## src/rtl/lsr_pkg.sv

```systemverilog
package lsr_pkg;

    typedef enum logic [1:0] {
        ST_IDLE   = 2'd0,
        ST_LOAD   = 2'd1,
        ST_REDUCE = 2'd2,
        ST_FINISH = 2'd3
    } lsr_state_e;

    typedef enum logic {
        ORD_INTERLEAVE = 1'b0,
        ORD_CONTIG     = 1'b1
    } lsr_order_e;

endpackage

```

## src/rtl/lsr_lane_pick.sv

```systemverilog
module lsr_lane_pick
    import lsr_pkg::*;
#(
    parameter int LANES = 4,
    parameter int CNT_W = 7,
    parameter int LW    = 2
) (
    input  logic             clk,
    input  logic             rst_n,
    input  logic             clear,
    input  logic [CNT_W-1:0] count_in,
    input  logic             order_in,
    input  logic             advance,
    output logic [LW-1:0]    lane_sel
);
    localparam logic [LW-1:0] LAST_LANE = LW'(LANES - 1);

    lsr_order_e       order_q;
    logic [LW-1:0]    lane_q;
    logic [CNT_W-1:0] blk_q;
    logic [CNT_W-1:0] bsize_q;
    logic [CNT_W-1:0] bsize_in;

    // words per lane in contiguous order: floor(N / LANES)
    assign bsize_in = count_in >> LW;

    always_ff @(posedge clk or negedge rst_n) begin
        if (!rst_n) begin
            order_q <= ORD_INTERLEAVE;
            lane_q  <= '0;
            blk_q   <= '0;
            bsize_q <= '0;
        end else if (clear) begin
            order_q <= lsr_order_e'(order_in);
            bsize_q <= bsize_in;
            blk_q   <= '0;
            // fewer words than lanes: every word lands in the last lane
            if (order_in == ORD_CONTIG && bsize_in == '0)
                lane_q <= LAST_LANE;
            else
                lane_q <= '0;
        end else if (advance) begin
            unique case (order_q)
                ORD_INTERLEAVE: lane_q <= lane_q + 1'b1;
                ORD_CONTIG: begin
                    if (lane_q != LAST_LANE && blk_q == bsize_q - 1'b1) begin
                        lane_q <= lane_q + 1'b1;
                        blk_q  <= '0;
                    end else begin
                        blk_q  <= blk_q + 1'b1;
                    end
                end
            endcase
        end
    end

    assign lane_sel = lane_q;

endmodule

```

## src/rtl/lsr_lane_bank.sv

```systemverilog
module lsr_lane_bank #(
    parameter int LANES  = 4,
    parameter int LW     = 2,
    parameter int DATA_W = 8,
    parameter int ACC_W  = 15
) (
    input  logic                         clk,
    input  logic                         rst_n,
    input  logic                         clear,
    input  logic                         add,
    input  logic [LW-1:0]                lane_sel,
    input  logic [DATA_W-1:0]            data,
    output logic [LANES-1:0][ACC_W-1:0]  partials
);
    logic [ACC_W-1:0] data_ext;

    assign data_ext = {{(ACC_W-DATA_W){data[DATA_W-1]}}, data};

    for (genvar g = 0; g < LANES; g++) begin : g_lane
        logic [ACC_W-1:0] part_q;
        logic             hit;

        assign hit = add && (lane_sel == LW'(g));

        always_ff @(posedge clk or negedge rst_n) begin
            if (!rst_n)
                part_q <= '0;
            else if (clear)
                part_q <= '0;
            else if (hit)
                part_q <= part_q + data_ext;
        end

        assign partials[g] = part_q;
    end

endmodule

```

## src/rtl/lane_sum_reducer.sv

```systemverilog
module lane_sum_reducer
    import lsr_pkg::*;
#(
    parameter  int DATA_W = 8,
    parameter  int LANES  = 4,
    parameter  int MAX_N  = 64,
    localparam int CNT_W  = $clog2(MAX_N + 1),
    localparam int LW     = (LANES > 1) ? $clog2(LANES) : 1,
    localparam int ACC_W  = DATA_W + CNT_W
) (
    input  logic              clk,
    input  logic              rst_n,
    input  logic              start,
    input  logic [CNT_W-1:0]  count,
    input  logic              order_sel,
    input  logic              in_valid,
    output logic              in_ready,
    input  logic [DATA_W-1:0] in_data,
    output logic              done,
    output logic [ACC_W-1:0]  result
);
    localparam logic [LW-1:0] LAST_LANE = LW'(LANES - 1);

    lsr_state_e state_q, state_d;

    logic [CNT_W-1:0]             count_q;
    logic [CNT_W-1:0]             elem_q;
    logic [LW-1:0]                ridx_q;
    logic [ACC_W-1:0]             total_q;
    logic [ACC_W-1:0]             result_q;
    logic [LW-1:0]                lane_sel;
    logic [LANES-1:0][ACC_W-1:0]  partials;
    logic                         launch;
    logic                         acc_fire;
    logic                         last_elem;

    assign launch    = start && (state_q == ST_IDLE || state_q == ST_FINISH);
    assign acc_fire  = in_valid && in_ready;
    assign last_elem = (elem_q == count_q - 1'b1);

    lsr_lane_pick #(.LANES(LANES), .CNT_W(CNT_W), .LW(LW)) pick_i (
        .clk      (clk),
        .rst_n    (rst_n),
        .clear    (launch),
        .count_in (count),
        .order_in (order_sel),
        .advance  (acc_fire),
        .lane_sel (lane_sel)
    );

    lsr_lane_bank #(.LANES(LANES), .LW(LW), .DATA_W(DATA_W), .ACC_W(ACC_W)) bank_i (
        .clk      (clk),
        .rst_n    (rst_n),
        .clear    (launch),
        .add      (acc_fire),
        .lane_sel (lane_sel),
        .data     (in_data),
        .partials (partials)
    );

    // next-state logic
    always_comb begin
        state_d = state_q;
        unique case (state_q)
            ST_IDLE:
                if (start) state_d = (count == '0) ? ST_REDUCE : ST_LOAD;
            ST_LOAD:
                if (acc_fire && last_elem) state_d = ST_REDUCE;
            ST_REDUCE:
                if (ridx_q == LAST_LANE) state_d = ST_FINISH;
            ST_FINISH:
                if (start) state_d = (count == '0) ? ST_REDUCE : ST_LOAD;
                else       state_d = ST_IDLE;
        endcase
    end

    // state register
    always_ff @(posedge clk or negedge rst_n) begin
        if (!rst_n) state_q <= ST_IDLE;
        else        state_q <= state_d;
    end

    // job counters and reduction datapath
    always_ff @(posedge clk or negedge rst_n) begin
        if (!rst_n) begin
            count_q  <= '0;
            elem_q   <= '0;
            ridx_q   <= '0;
            total_q  <= '0;
            result_q <= '0;
        end else begin
            if (launch) begin
                count_q <= count;
                elem_q  <= '0;
                ridx_q  <= '0;
                total_q <= '0;
            end else begin
                if (acc_fire)
                    elem_q <= elem_q + 1'b1;
                if (state_q == ST_REDUCE) begin
                    total_q <= total_q + partials[ridx_q];
                    ridx_q  <= ridx_q + 1'b1;
                    if (ridx_q == LAST_LANE)
                        result_q <= total_q + partials[ridx_q];
                end
            end
        end
    end

    // outputs
    always_comb begin
        in_ready = (state_q == ST_LOAD);
        done     = (state_q == ST_FINISH);
        result   = result_q;
    end

endmodule

```

## config.mk

```make
export PLATFORM = sky130hd
export DESIGN_NAME = lane_sum_reducer
export DESIGN_NICKNAME = d
export VERILOG_FILES = /design/src/rtl/lsr_pkg.sv /design/src/rtl/lsr_lane_pick.sv /design/src/rtl/lsr_lane_bank.sv /design/src/rtl/lane_sum_reducer.sv
export SDC_FILE = /design/constraint.sdc
export NUM_CORES = 1
export LEC_CHECK = 0
export BUFFER_PORTS_ARGS = -buffer_cell sky130_fd_sc_hd__buf_4
export CAP_MARGIN = 20
export CORE_UTILIZATION = 25
export CTS_CLUSTER_SIZE = 14
export DETAILED_ROUTE_END_ITERATION = 8
export GPL_TIMING_DRIVEN = 0
export PLACE_DENSITY = 0.48
export SYNTH_ARGS = -nofsm -noshare
export SYNTH_HDL_FRONTEND = slang
export SYNTH_SLANG_ARGS = --single-unit
```

## constraint.sdc

```tcl
create_clock -name clk -period 5.08 [get_ports clk]
set_input_delay 0.508 -clock clk [delete_from_list [all_inputs] [get_ports clk]]
set_output_delay 0.508 -clock clk [all_outputs]
set_load 0.1 [all_outputs]
```

==> results.py, run 1 <==
metrics = {
    "clock_tree": {
        "cts-htree-levels": 4,
        "cts.sinks": 118,
        "post_cts_buffers": 0,
        "path_clk_slew_ns": 0.06,
        "cts-root-buf": "clkbuf_16",
        "cts_buffers": 17,
        "clock_latency_ns": 0.43,
        "cts.path.max_buffers": 2,
        "cts_tree": "done",
    },
    "timing": {
        "fin_tns_setup_ns": 0,
        "fmax_ghz": 0.249,
        "holdWs_ns": 0.280,
        "hold_violations": 0,
        "fin_crit_ns": 4.02,
        "drv_slew": 0,
        "post-route-period-util_pct": 79.1,
        "rsz0062_at_grt": "no",
        "finalSetupViolations": 0,
        "slew_headroom_pct": 47.4,
        "setup_slack_ns": 1.06,
        "clock_skew_ns": 0.0120,
        "tightestPinTransition_ns": 0.789,
    },
    "setup_path": {
        "critical_path_class": "flop to flop",
        "crit_chain": "clkbuf_1 -> buf_2 -> mux4_2 -> ha_1 -> inv_1 -> fa_1 -> nand2b_1 -> a21oi_1 -> o2111ai_1 -> a41oi_1 -> xor2_1 -> a21oi_1 -> a31o_2",
        "crit_required_ns": 5.40,
        "crit_fanout": 10,
        "timing.critical_path.buf_inv": 3,
        "crit_path_start_kind": "flop",
        "crit_arrival_ns": 4.34,
        "cpMaxStageDelayCell": "clkbuf_1",
        "end_kind": "flop",
        "path_delay_family": "compound AO/OA/AOI/OAI gates",
        "slowest_delay_ns": 0.51,
        "cpMostUsedCell": "a21oi_1",
    },
    "place": {
        "dpl.cell_count": 1510,
        "place_congestion": 0.820,
        "postPlaceCellArea_mm2": 0.00991,
        "io_buffers": 36,
        "post-place-ws_ns": 1.05,
        "post-dp-hpwl_um": 19500,
    },
    "synthesis": {
        "yosys.area_share.simple_pct": 17.8,
        "syn_area_mm2": 0.00903,
        "synth_area_leaders": "dfrtp_1 33%, ha_1 12%, a21oi_1 5.8%, xnor2_1 4.8%, nand2_1 4.7%",
        "yosysWarnings": 0,
        "synth_compound_area_share_pct": 18.7,
        "yosysSeqAreaShare_pct": 32.7,
        "synth_cell_types": 65,
        "synth_fp_nets": 1122,
        "synth_top_flop_cell": "dfrtp_1",
        "synth_seq_cells": 118,
        "async_reset_ff_share_pct": 100,
        "synth.avg_cell_area_um2": 8.93,
        "synth_edf_count": 0,
        "syn_inst": 1012,
        "netlist.top_cell.by_area": "dfrtp_1",
        "synth-adder-area-share_pct": 12.9,
        "synthMuxAreaShare_pct": 7.48,
        "synth_xor_area_share_pct": 6.69,
        "synth_top_family_by_area": "compound AO/OA/AOI/OAI gates",
        "yosysTopAreaCellShare_pct": 32.7,
    },
    "finish": {
        "layout.nets": 1179,
        "drive_above_1_share_pct": 10.5,
        "nFillCells": 3741,
        "finalNonFillerCells": 1542,
        "antenna_cells": 0,
        "final_common_cell": "dfrtp_1",
        "synthToLayoutAreaGrowth_pct": 17.0,
        "fin_area_mm2": 0.0106,
        "layout_common_cells": "118 x dfrtp_1, 114 x nand2_1, 104 x a21oi_1, 85 x ha_1, 83 x nor2_1",
        "fin_util_pct": 29.7,
    },
    "route": {
        "dr.pass1.iters": 5,
        "wire_per_inst_um": 16.6,
        "antenna_left": 0,
        "routed.top_layer": "met4",
        "vias_per_cell": 4.88,
        "drt-initial-drc-count": 304,
        "drc": 0,
        "wl_met2_um": 12300,
        "wl_met3_um": 727,
        "routed_wirelength_um": 25600,
        "wl_met1_um": 12300,
        "vias": 7532,
    },
    "global_routing": {
        "grt_max_degree": 83,
        "overflow": 0,
        "antenna_found_initial": 0,
        "grt_pass1_vias": 7292,
        "grt_usage_pct": 14.5,
        "grt_pass1_wl_um": 40800,
    },
    "worst_hold_path": {
        "hp-class": "input port to flop",
    },
    "pwr": {
        "peakVddDrop_v": 0.000297,
        "power.leakage_nw": 4.76,
        "cellPowerDensity_mw_per_mm2": 622,
        "p_total_mw": 6.58,
    },
    "die": {
        "core_region_area_mm2": 0.0356,
        "die_h_um": 192,
        "num_io_pins": 37,
        "start_util_pct": 25.4,
        "die_w_um": 192,
        "dieArea_mm2": 0.0369,
        "placementRows": 69,
    },
    "flow_run": {
        "drv_cap": 0,
    },
    "outcome": {
        "status": "finished clean",
    },
}
==> logic make-up (layout without fill, tap and decap cells) <==
logic type,Yosys count,count (layout)
simple gates,336,336
compound gates,268,268
flops,118,118
fa+ha+maj,90,90
buf+inv,84,153
xor+xnor,69,69
mux,47,47
==> worst reg2reg max path: stages (launching register included) <==
cell and delay, ns:
dfrtp_1 0.37, clkbuf_1 0.51, buf_2 0.45, mux4_2 0.29, ha_1 0.17, inv_1 0.06, fa_1 0.40, nand2b_1 0.18
a21oi_1 0.24, o2111ai_1 0.26, a41oi_1 0.31, xor2_1 0.31, a21oi_1 0.12, a31o_2 0.24
==> final timing paths <==
path	end	from	slack, ns	depth (start not counted)
setup / recovery	total_q[14]	ridx_q[0]	1.06	13
hold / removal	count_q[6]	count[6]	0.28	3
setup reg to reg	total_q[14]	ridx_q[0]	1.06	13
hold reg to reg	result[14]	result[14]	0.48	2
max in group asynchronous	bank_i.g_lane[0].part_q[1]	rst_n	3.76	3
min in group asynchronous	pick_i.blk_q[2]	rst_n	0.55	2
==> cells in the mapped netlist, types with 3 or more instances <==
cell and number:
buf_2 3, nand4b_1 3, o22ai_1 5, nor2_1 83, and2_1 7, a211o_1 4, a31oi_1 12, ha_1 85
nand2b_1 14, xor2_1 19, a21o_1 29, o21a_1 10, and3_1 10, mux4_2 15, a211oi_1 10, o221ai_1 4
xnor2_1 50, o21bai_1 8, or3b_1 3, o21ai_0 43, nand3_1 31, inv_1 42, mux2_2 14, clkbuf_1 32
mux2i_1 18, fa_1 5, nor3_1 11, or4_1 3, buf_1 3, o211ai_1 10, nor3b_1 7, nand4_1 12
dfrtp_1 118, nor2b_1 13, a31o_2 3, o31a_1 3, o31ai_1 4, a21oi_1 104, or3_1 12, nand3b_1 4
nand2_1 114
==> area by class of cell <==
class                           instances  area, um^2  share of cell area (%)
Buffer                                 42         184                    1.74
Clock buffer                           24         512                    4.84
Clock inverter                          7         140                    1.33
Inverter                               42         158                    1.49
Multi-Input combinational cell        810        5740                    54.3
Sequential cell                       118        2950                    27.9
Tap cell                              461         577                    5.45
Timing Repair Buffer                   38         312                    2.95
==> metal layers <==
| metal | vias to the layer above | global-route usage (%) |
|---|---|---|
| li1 | 3770 | - |
| met1 | 3644 | 19.0 |
| met2 | 102 | 24.5 |
| met3 | 16 | 2.08 |
| met4 | 0 | 3.97 |
| met5 | - | 0 |
==> sequential cells by signal, summed over array words and instances, names as in the netlist <==
register              count
count_q                   7
total_q                  15
elem_q                    7
bank_i.g_lane.part_q     60
pick_i.blk_q              7
state_q                   2
pick_i.lane_sel           2
pick_i.order_q            1
result                   15
ridx_q                    2
==> where the power goes <==
part	total (mW)	internal, mW	switching [mW]
combinational	3.57	1.38	2.19
sequential	1.65	1.30	0.344
clock	1.36	0.897	0.464
total	6.58	3.58	3.00
==> what timing repair did <==
item,in CTS,in global routing
hold buffers,1,0
hold endpoints to repair,16,0
gates resized for setup,0,0
Power figures use the tool's default switching activity.
==> inputs of run 2 (changes only) <==
==> constraint.sdc (replaced) <==
create_clock -name clk -period 3.9 [get_ports clk]
set_input_delay 0.39 -clock clk [delete_from_list [all_inputs] [get_ports clk]]
set_output_delay 0.39 -clock clk [all_outputs]
set_load 0.1 [all_outputs]
==> run 2 against run 1 <==
  * Critical path depth unchanged
  * Clock power increased by 30%
  * Global-route usage about the same
  * Wire length decreased by 0.10%
  * Critical path type unchanged
  * Highest routed layer unchanged
==> results.py, run 2 (synthesis gave the netlist of run 1 again) <==
metrics = {
    "clock_tree": {
        "cts.sinks": 118,
        "post_cts_buffers": 0,
        "cts.path.max_buffers": 2,
        "cts-htree-levels": 4,
        "path_clk_slew_ns": 0.06,
        "cts-root-buf": "clkbuf_16",
        "clock_latency_ns": 0.43,
        "cts_tree": "done",
        "cts_buffers": 17,
    },
    "setup_path": {
        "path_delay_family": "compound AO/OA/AOI/OAI gates",
        "end_kind": "flop",
        "crit_fanout": 10,
        "crit_arrival_ns": 3.99,
        "crit_chain": "clkbuf_2 -> clkbuf_4 -> mux4_2 -> ha_1 -> inv_1 -> fa_1 -> nand2b_1 -> a21oi_1 -> o2111ai_1 -> a41oi_1 -> xor2_1 -> a21oi_1 -> a31o_2",
        "crit_path_start_kind": "flop",
        "cpMaxStageDelayCell": "fa_1",
        "timing.critical_path.buf_inv": 3,
        "critical_path_class": "flop to flop",
        "slowest_delay_ns": 0.40,
        "cpMostUsedCell": "a21oi_1",
        "crit_required_ns": 4.22,
    },
    "global_routing": {
        "grt_usage_pct": 14.5,
        "overflow": 0,
        "grt_pass1_vias": 7293,
        "grt_pass1_wl_um": 40800,
        "antenna_found_initial": 0,
        "grt_max_degree": 83,
    },
    "finish": {
        "antenna_cells": 0,
        "layout_common_cells": "118 x dfrtp_1, 114 x nand2_1, 104 x a21oi_1, 85 x ha_1, 83 x nor2_1",
        "regMostFlops": "bank_i.g_lane.part_q",
        "largest_register_ffs": 60,
        "drive_above_1_share_pct": 10.7,
        "final_common_cell": "dfrtp_1",
        "fin_area_mm2": 0.0106,
        "layout.nets": 1179,
        "synthToLayoutAreaGrowth_pct": 17.1,
    },
    "timing": {
        "post-route-period-util_pct": 94.2,
        "fin_crit_ns": 3.67,
        "fmax_ghz": 0.272,
        "drv_slew": 0,
        "tightestPinTransition_ns": 0.771,
        "slew_headroom_pct": 48.6,
        "clock_skew_ns": 0.0129,
        "finalSetupViolations": 0,
        "setup_slack_ns": 0.226,
        "rsz0062_at_grt": "no",
        "hold_violations": 0,
    },
    "pwr": {
        "seq_power_share_pct": 25.0,
        "p_int_mw": 4.66,
        "power_frac_comb_pct": 54.3,
        "power.leakage_nw": 4.77,
        "pwr-share-clk_pct": 20.7,
        "cellPowerDensity_mw_per_mm2": 810,
        "swShare_pct": 45.6,
        "switchingPower_mw": 3.90,
        "peakVddDrop_v": 0.000387,
    },
    "outcome": {
        "status": "finished clean",
    },
    "route": {
        "vias": 7532,
        "routed_wirelength_um": 25600,
        "vias_per_cell": 4.88,
        "antenna_left": 0,
        "drt-initial-drc-count": 310,
        "dr.pass1.iters": 5,
        "drc": 0,
        "wire_per_inst_um": 16.6,
    },
    "place": {
        "post-dp-hpwl_um": 19500,
        "post-place-ws_ns": -0.132,
        "io_buffers": 36,
        "postPlaceCellArea_mm2": 0.00991,
        "place_congestion": 0.820,
    },
    "die": {
        "start_util_pct": 25.4,
        "core_region_area_mm2": 0.0356,
        "placementRows": 69,
        "dieArea_mm2": 0.0369,
        "die_h_um": 192,
        "die_w_um": 192,
        "num_io_pins": 37,
    },
    "flow_run": {
        "drv_cap": 0,
    },
    "worst_hold_path": {
        "hp-class": "input port to flop",
    },
}
==> run 2: metrics by stage <==
step / std cells / power [mW] / utilization [%] / TNS [ns] / hold WS [ns]
floorplan: 1012 / 5.61 / - / 0 / 0.0944
global placement: 1509 / 6.76 / 27.8 / -0.140 / 0.464
detailed placement: 1510 / 6.81 / 27.9 / -0.145 / 0.330
CTS: 1542 / 8.63 / 29.7 / 0 / 0.149
global route: 1542 / 9.25 / 29.7 / 0 / 0.176
finish: 1542 / 8.57 / 29.7 / 0 / 0.162
==> run 2: final timing paths <==
check | from | to | slack [ns] | cells after the start
max | ridx_q[0] | total_q[14] | 0.23 | 13
min | count[6] | count_q[6] | 0.16 | 3
max in group asynchronous | rst_n | bank_i.g_lane[0].part_q[1] | 2.70 | 3
min reg2reg | result[14] | result[14] | 0.48 | 2
min in group asynchronous | rst_n | bank_i.g_lane[2].part_q[14] | 0.43 | 2
max reg2reg | ridx_q[0] | total_q[14] | 0.23 | 13
==> run 2: routing by layer <==
| metal | wire, um | global-route usage (%) |
|---|---|---|
| met5 | 0 | 0 |
| met4 | 260 | 3.97 |
| met1 | 12300 | 19.1 |
| met2 | 12300 | 24.5 |
| met3 | 720 | 2.08 |
==> run 2: power groups by stage <==
stage | logic (mW) | clock network, mW | registers [mW]
2_1_floorplan | 3.28 | 0 | 2.33
3_3_place_gp | 4.61 | 0 | 2.14
3_5_place_dp | 4.66 | 0 | 2.15
4_1_cts | 4.68 | 1.81 | 2.13
5_1_grt | 5.19 | 1.85 | 2.21
6_report | 4.65 | 1.77 | 2.14
==> run 2: worst register-to-register path, stage by stage (launching register included) <==
cell and delay, ns:
dfrtp_1 0.37, clkbuf_2 0.31, clkbuf_4 0.35, mux4_2 0.25, ha_1 0.17, inv_1 0.06
fa_1 0.40, nand2b_1 0.18, a21oi_1 0.24, o2111ai_1 0.26, a41oi_1 0.31, xor2_1 0.31
a21oi_1 0.12, a31o_2 0.24
==> run 2: layout make-up <==
| cell class | instances | area [um^2] |
|---|---|---|
| fillers | 3744 | 25000 |
| multi-input cells | 810 | 5740 |
| flip-flops and latches | 118 | 2950 |
| well taps | 461 | 577 |
| clock buffers | 24 | 512 |
| repair buffers | 38 | 312 |
| plain buffers | 42 | 189 |
| inverters | 42 | 158 |
| clock inverters | 7 | 140 |
==> run 2: timing repair <==
| item | in CTS | in global routing |
|---|---|---|
| hold buffers | 1 | 0 |
| resized for setup | 1 | 3 |
| endpoints found under the setup margin | 2 | 3 |
| pin swaps | 0 | 0 |
| hold endpoints to repair | 36 | 0 |
